==> src/rtl/gbx_pkg.sv <==
`timescale 1ns/1ps
package gbx_pkg;
    localparam int GBX_IN_W  = 8;
    localparam int GBX_OUT_W = 66;

    typedef struct packed {
        logic invert;
        logic rev_in;
        logic rev_out;
    } gbx_ctrl_t;
endpackage

==> src/rtl/gbx_in_cond.sv <==
`timescale 1ns/1ps
// Line-side conditioning of one narrow word: optional reversal, then inversion.
module gbx_in_cond #(
    parameter int IN_W = 8
) (
    input  logic [IN_W-1:0] raw,
    input  logic            invert,
    input  logic            rev,
    output logic [IN_W-1:0] cond
);
    for (genvar i = 0; i < IN_W; i++) begin : g_bit
        assign cond[i] = invert ^ (rev ? raw[IN_W-1-i] : raw[i]);
    end
endmodule

==> src/rtl/gbx_pack.sv <==
`timescale 1ns/1ps
// Bit buffer with fill count: append, optional single-bit drop, extract.
module gbx_pack #(
    parameter int IN_W  = 8,
    parameter int OUT_W = 66
) (
    input  logic             clk,
    input  logic             rst,
    input  logic [IN_W-1:0]  bits_in,
    input  logic             slip,
    output logic [OUT_W-1:0] word,
    output logic             word_vld,
    output logic [$clog2(OUT_W+IN_W+1)-1:0] occ
);
    localparam int BUF_W = OUT_W + IN_W;
    localparam int CNT_W = $clog2(BUF_W + 1);
    localparam int PAD_W = BUF_W - IN_W;

    typedef struct packed {
        logic [BUF_W-1:0] sbuf;
        logic [CNT_W-1:0] fill;
        logic             vld;
        logic [OUT_W-1:0] word;
    } pk_t;

    pk_t st_d, st_q;

    always_comb begin
        st_d      = st_q;
        st_d.vld  = 1'b0;
        // append the new bits just above the oldest held bits
        st_d.sbuf = st_q.sbuf | ({{PAD_W{1'b0}}, bits_in} << st_q.fill);
        st_d.fill = st_q.fill + CNT_W'(IN_W);
        // drop the oldest bit; fill is at least IN_W here
        if (slip) begin
            st_d.sbuf = st_d.sbuf >> 1;
            st_d.fill = st_d.fill - CNT_W'(1);
        end
        if (st_d.fill >= CNT_W'(OUT_W)) begin
            st_d.vld  = 1'b1;
            st_d.word = st_d.sbuf[OUT_W-1:0];
            st_d.sbuf = st_d.sbuf >> OUT_W;
            st_d.fill = st_d.fill - CNT_W'(OUT_W);
        end
    end

    always_ff @(posedge clk) begin
        if (rst) st_q <= '0;
        else     st_q <= st_d;
    end

    assign word     = st_q.word;
    assign word_vld = st_q.vld;
    assign occ      = st_q.fill;
endmodule

==> src/rtl/gbx_out_order.sv <==
`timescale 1ns/1ps
// Optional reversal of the wide output word.
module gbx_out_order #(
    parameter int OUT_W = 66
) (
    input  logic [OUT_W-1:0] word,
    input  logic             rev,
    output logic [OUT_W-1:0] dout
);
    for (genvar j = 0; j < OUT_W; j++) begin : g_bit
        assign dout[j] = rev ? word[OUT_W-1-j] : word[j];
    end
endmodule

==> src/rtl/gbx8to66.sv <==
`timescale 1ns/1ps
module gbx8to66
    import gbx_pkg::*;
#(
    parameter int IN_W  = GBX_IN_W,
    parameter int OUT_W = GBX_OUT_W
) (
    input  logic             clk,
    input  logic             rst,
    input  logic [IN_W-1:0]  din,
    input  logic             slip,
    input  logic             invert,
    input  logic             rev_in,
    input  logic             rev_out,
    output logic [OUT_W-1:0] dout,
    output logic             dout_vld
);
    localparam int CNT_W = $clog2(OUT_W + IN_W + 1);

    gbx_ctrl_t        ctl;
    logic [IN_W-1:0]  cond;
    logic [OUT_W-1:0] word;
    logic [CNT_W-1:0] occ;

    assign ctl = '{invert: invert, rev_in: rev_in, rev_out: rev_out};

    gbx_in_cond #(.IN_W(IN_W)) u_cond (
        .raw    (din),
        .invert (ctl.invert),
        .rev    (ctl.rev_in),
        .cond   (cond)
    );

    gbx_pack #(.IN_W(IN_W), .OUT_W(OUT_W)) u_pack (
        .clk      (clk),
        .rst      (rst),
        .bits_in  (cond),
        .slip     (slip),
        .word     (word),
        .word_vld (dout_vld),
        .occ      (occ)
    );

    gbx_out_order #(.OUT_W(OUT_W)) u_ord (
        .word (word),
        .rev  (ctl.rev_out),
        .dout (dout)
    );
endmodule

==> config.mk <==
export PLATFORM = sky130hd
export DESIGN_NAME = gbx8to66
export DESIGN_NICKNAME = d
export VERILOG_FILES = /design/src/rtl/gbx_pkg.sv /design/src/rtl/gbx_in_cond.sv /design/src/rtl/gbx_pack.sv /design/src/rtl/gbx_out_order.sv /design/src/rtl/gbx8to66.sv
export SDC_FILE = /design/constraint.sdc
export NUM_CORES = 1
export LEC_CHECK = 0
export BUFFER_PORTS_ARGS = -buffer_cell sky130_fd_sc_hd__buf_2
export CORE_MARGIN = 4
export CORE_UTILIZATION = 30
export DETAILED_ROUTE_END_ITERATION = 10
export GPL_ROUTABILITY_DRIVEN = 0
export GPL_TIMING_DRIVEN = 0
export PLACE_DENSITY = 0.45
export SYNTH_ARGS = -nofsm -noshare
export SYNTH_HDL_FRONTEND = slang
export SYNTH_SLANG_ARGS = --single-unit
==> constraint.sdc <==
create_clock -name clk -period 6.5 [get_ports clk]
set_clock_uncertainty 0.05 [all_clocks]
set_input_delay 0.325 -clock clk [delete_from_list [all_inputs] [get_ports clk]]
set_output_delay 0.325 -clock clk [all_outputs]
set_load 0.03 [all_outputs]
==> results by group <==
Drt
  • Via count: 7,954
  • Pre-antenna DRT Iters: 7
  • Post-DRT Antenna Nets: 0
  • Vias/cell: 5.46
  • WL per Instance: 21.7 um
  • Initial DRC count: 668
  • Drt drc: 0
  • Final WL: 31.6 mm

Critical path
  • Critical Path Source Type: register
  • Critical path class: register to register
  • Reg-to-reg endpoint: u_pack.word[26]
  • Required time worst endpoint: 6770 ps
  • Worst setup EP type: register
  • Start of the worst register-to-register path: u_pack.occ[1]
  • WP data arrival: 4050 ps
  • Reg2reg setup slack: 2720 ps
  • Crit-path max FO: 10
  • FF-to-FF path depth: 14

CTS
  • Clk slew on worst S/H paths: 70 ps
  • Clk buf depth: 2
  • CTS HTree Levels: 4
  • CTS tree: yes
  • Clock Sinks: 148
  • Clock Tree Root: clkbuf_16
  • Post-CTS Resized: 0
  • Total CTS buffers: 17
  • Clk_lat worst skew: 440 ps
  • Post-CTS Hold Fix Bufs: 0
  • Setup bufs post-CTS: 0

Global route
  • Antenna violations before repair: 0
  • Via count of the first global-routing pass: 7,948
  • First-pass GRT wire length: 48.8 mm
  • Global route total overflow: 0
  • GRT Util Overall: 0.204
  • Largest net degree at the start of global routing: 17

Cells and area
  • Most frequent cells in the layout: dfxtp_1 (148), nor2_1 (118), nand2b_1 (100)
  • Nets: 1,084
  • Layout area overhead: 16.8%
  • Post-layout util: 0.357
  • Antenna Cells: 0
  • Fill cells: 2,987
  • Most common cell after layout, fill and taps aside: dfxtp_1
  • Post-Layout Inst Area: 9970 um2
  • Share of cells above drive strength 1: 0.235

Die
  • Site Rows: 61
  • DIE WIDTH: 177 um
  • Die Area: 31,200 um2
  • Vert. Die Dim: 177 um
  • # IOs: 81
  • Starting density of the core: 0.306
  • Core area: 27,900 um2

Placed design
  • HPWL after DPL: 23.7 mm
  • Area post-placement: 9400 um2
  • # port buffers: 78

Yosys
  • Post-synth cell types: 82
  • Xor/xnor share of the synthesized area: 0.0264
  • Largest family of logic cells by synthesized area: simple AND/OR/NAND/NOR gates
  • Yosys top cell by area: dfxtp_1
  • Synth Instances: 969
  • Post-synthesis average cell area: 8.81 um2
  • Ys flop type: dfxtp_1
  • Post-synthesis simple-gate area fraction: 0.218
  • Net Count, Synth: 987
  • Share of the synthesized area in the top cell type: 0.347
  • Area share of fa/ha/maj cells after synthesis: 0.00586
  • Top post-synthesis cells by area: dfxtp_1 (35%), mux2_2 (9.1%), nand2b_1 (7.3%)
  • Post-Syn Area: 8540 um2
  • Mux contribution to synthesized area: 0.138
  • Sequential share of the synthesized area: 0.347
  • Number of synthesized register bits: 148
  • Post-synth EDFFs: 0
  • Post-synthesis async set-or-reset flop share: 0
  • Compound-Gate Fraction of Synth Area: 0.210
  • Yosys warns: 0

Outcome
  • Status: complete, but fails checks
  • Failing checks: max-capacitance violations

Timing
  • Fin crit share: 0.582
  • RSZ-0062 raised after global routing: false
  • Final Hold Viols: 0
  • Fmax: 265 MHz
  • Max-slew violations: 0
  • Final min period: 3780 ps
  • Relative slew slack: 0.0227
  • Final Setup Violations: 0
  • Tightest Pin Transition: 1440 ps
  • Final setup TNS: 0 ps

Power and ir drop
  • Power Dens Cells: 337 nW/um2
  • Worst ir drop on vdd: 0.000134 V
  • Leak: 3.88 nW
  • Final Power: 3.37 mW

Worst hold path
  • Worst min-delay path startpoint: slip
  • Min-Delay Path Class: primary input to register
  • Hold endpoint: u_pack.occ[2]
  • Hold Crit Depth: 5

Job
  • Max-cap violation count: 1
[registers in the layout, indices dropped and copies added (netlist names)]
name             cells
u_pack.word         66
u_pack.st_q         74
u_pack.word_vld      1
u_pack.occ           7
[critical path, cell delays in order (launching register included)]
cell,delay [ps]
dfxtp_1,490
buf_2,290
inv_1,120
buf_2,210
ha_1,280
nand2_1,60
o21ai_0,220
ha_1,320
o31ai_1,100
or3_1,160
clkbuf_1,310
and2_4,240
buf_2,290
buf_2,370
o22ai_1,120
[synthesized netlist by cell type (all sizes together), types with 4 or more instances]
cell type / instances
or2: 7
nor2: 121
xnor2: 16
nand3b: 4
o211ai: 4
mux2i: 20
and2: 8
ha: 4
xor2: 8
a22o: 4
a21oi: 45
dfxtp: 148
a31oi: 5
o21ai: 13
a211oi: 9
nand3: 22
o22ai: 71
or3: 8
o31ai: 12
o311ai: 4
o2bb2ai: 4
nor4: 4
nor2b: 7
o32ai: 43
nor3: 23
inv: 9
nand2: 35
a311o: 4
buf: 34
nand2b: 102
clkbuf: 49
mux2: 69
mux4: 8
[where the power goes]
part | internal, mW | leakage, nW | switching [mW]
clock | 0.516 | 0.277 | 0.459
combinational | 0.421 | 2.39 | 0.875
sequential | 1.02 | 1.21 | 0.0700
total | 1.96 | 3.88 | 1.40
[routing by layer]
layer  part of all wire  up-vias  GRT usage  wire length (um)
met4              0.041        0     0.0851              1280
met1               0.45     3789      0.279             14300
li1                   -     3787          -                 -
met2               0.44      308      0.313             13800
met5                  0        -          0                 0
met3              0.068       70     0.0427              2150
[layout make-up]
class / instances / area (um2) / area share
timing repair buffer: 78 / 390 / 0.0391
multi-input combinational: 728 / 5100 / 0.512
clock inverter: 14 / 135 / 0.0135
clock buffer: 18 / 439 / 0.0440
buffer: 83 / 432 / 0.0433
inverter: 10 / 37.5 / 0.00376
tap: 378 / 473 / 0.0474
sequential: 148 / 2960 / 0.297
[cells by family (layout without fill, tap and decap cells)]
logic type | after synthesis | in the layout
AND/OR/NAND/NOR | 354 | 354
AO/OA/AOI/OAI | 249 | 249
flip-flops | 148 | 148
multiplexers | 97 | 97
buffers and inverters | 93 | 203
XOR/XNOR | 24 | 24
adder cells (fa/ha/maj) | 4 | 4
[per-stage QoR]
stage          hold WS [ps]  cells  setup WS, ps
2_1_floorplan           389    969          3450
3_3_place_gp            423   1425          2660
3_5_place_dp            427   1425          2640
4_1_cts                 367   1457          2620
5_1_grt                 420   1457          2400
6_report                367   1457          2720
[worst max path at each step]
| stage | from | end | slack (ps) | cells past startpoint |
|---|---|---|---|---|
| 2_1_floorplan | u_pack.occ[1] | u_pack.word[51] | 3450 | 15 |
| 3_3_place_gp | u_pack.occ[1] | u_pack.word[24] | 2660 | 14 |
| 3_5_place_dp | u_pack.occ[1] | u_pack.st_q[80] | 2640 | 15 |
| 4_1_cts | u_pack.occ[1] | u_pack.st_q[80] | 2620 | 15 |
| 5_1_grt | u_pack.occ[1] | u_pack.st_q[80] | 2400 | 15 |
| 6_report | u_pack.occ[1] | u_pack.word[26] | 2720 | 14 |
No activity file was read; power rests on OpenSTA's default activity.
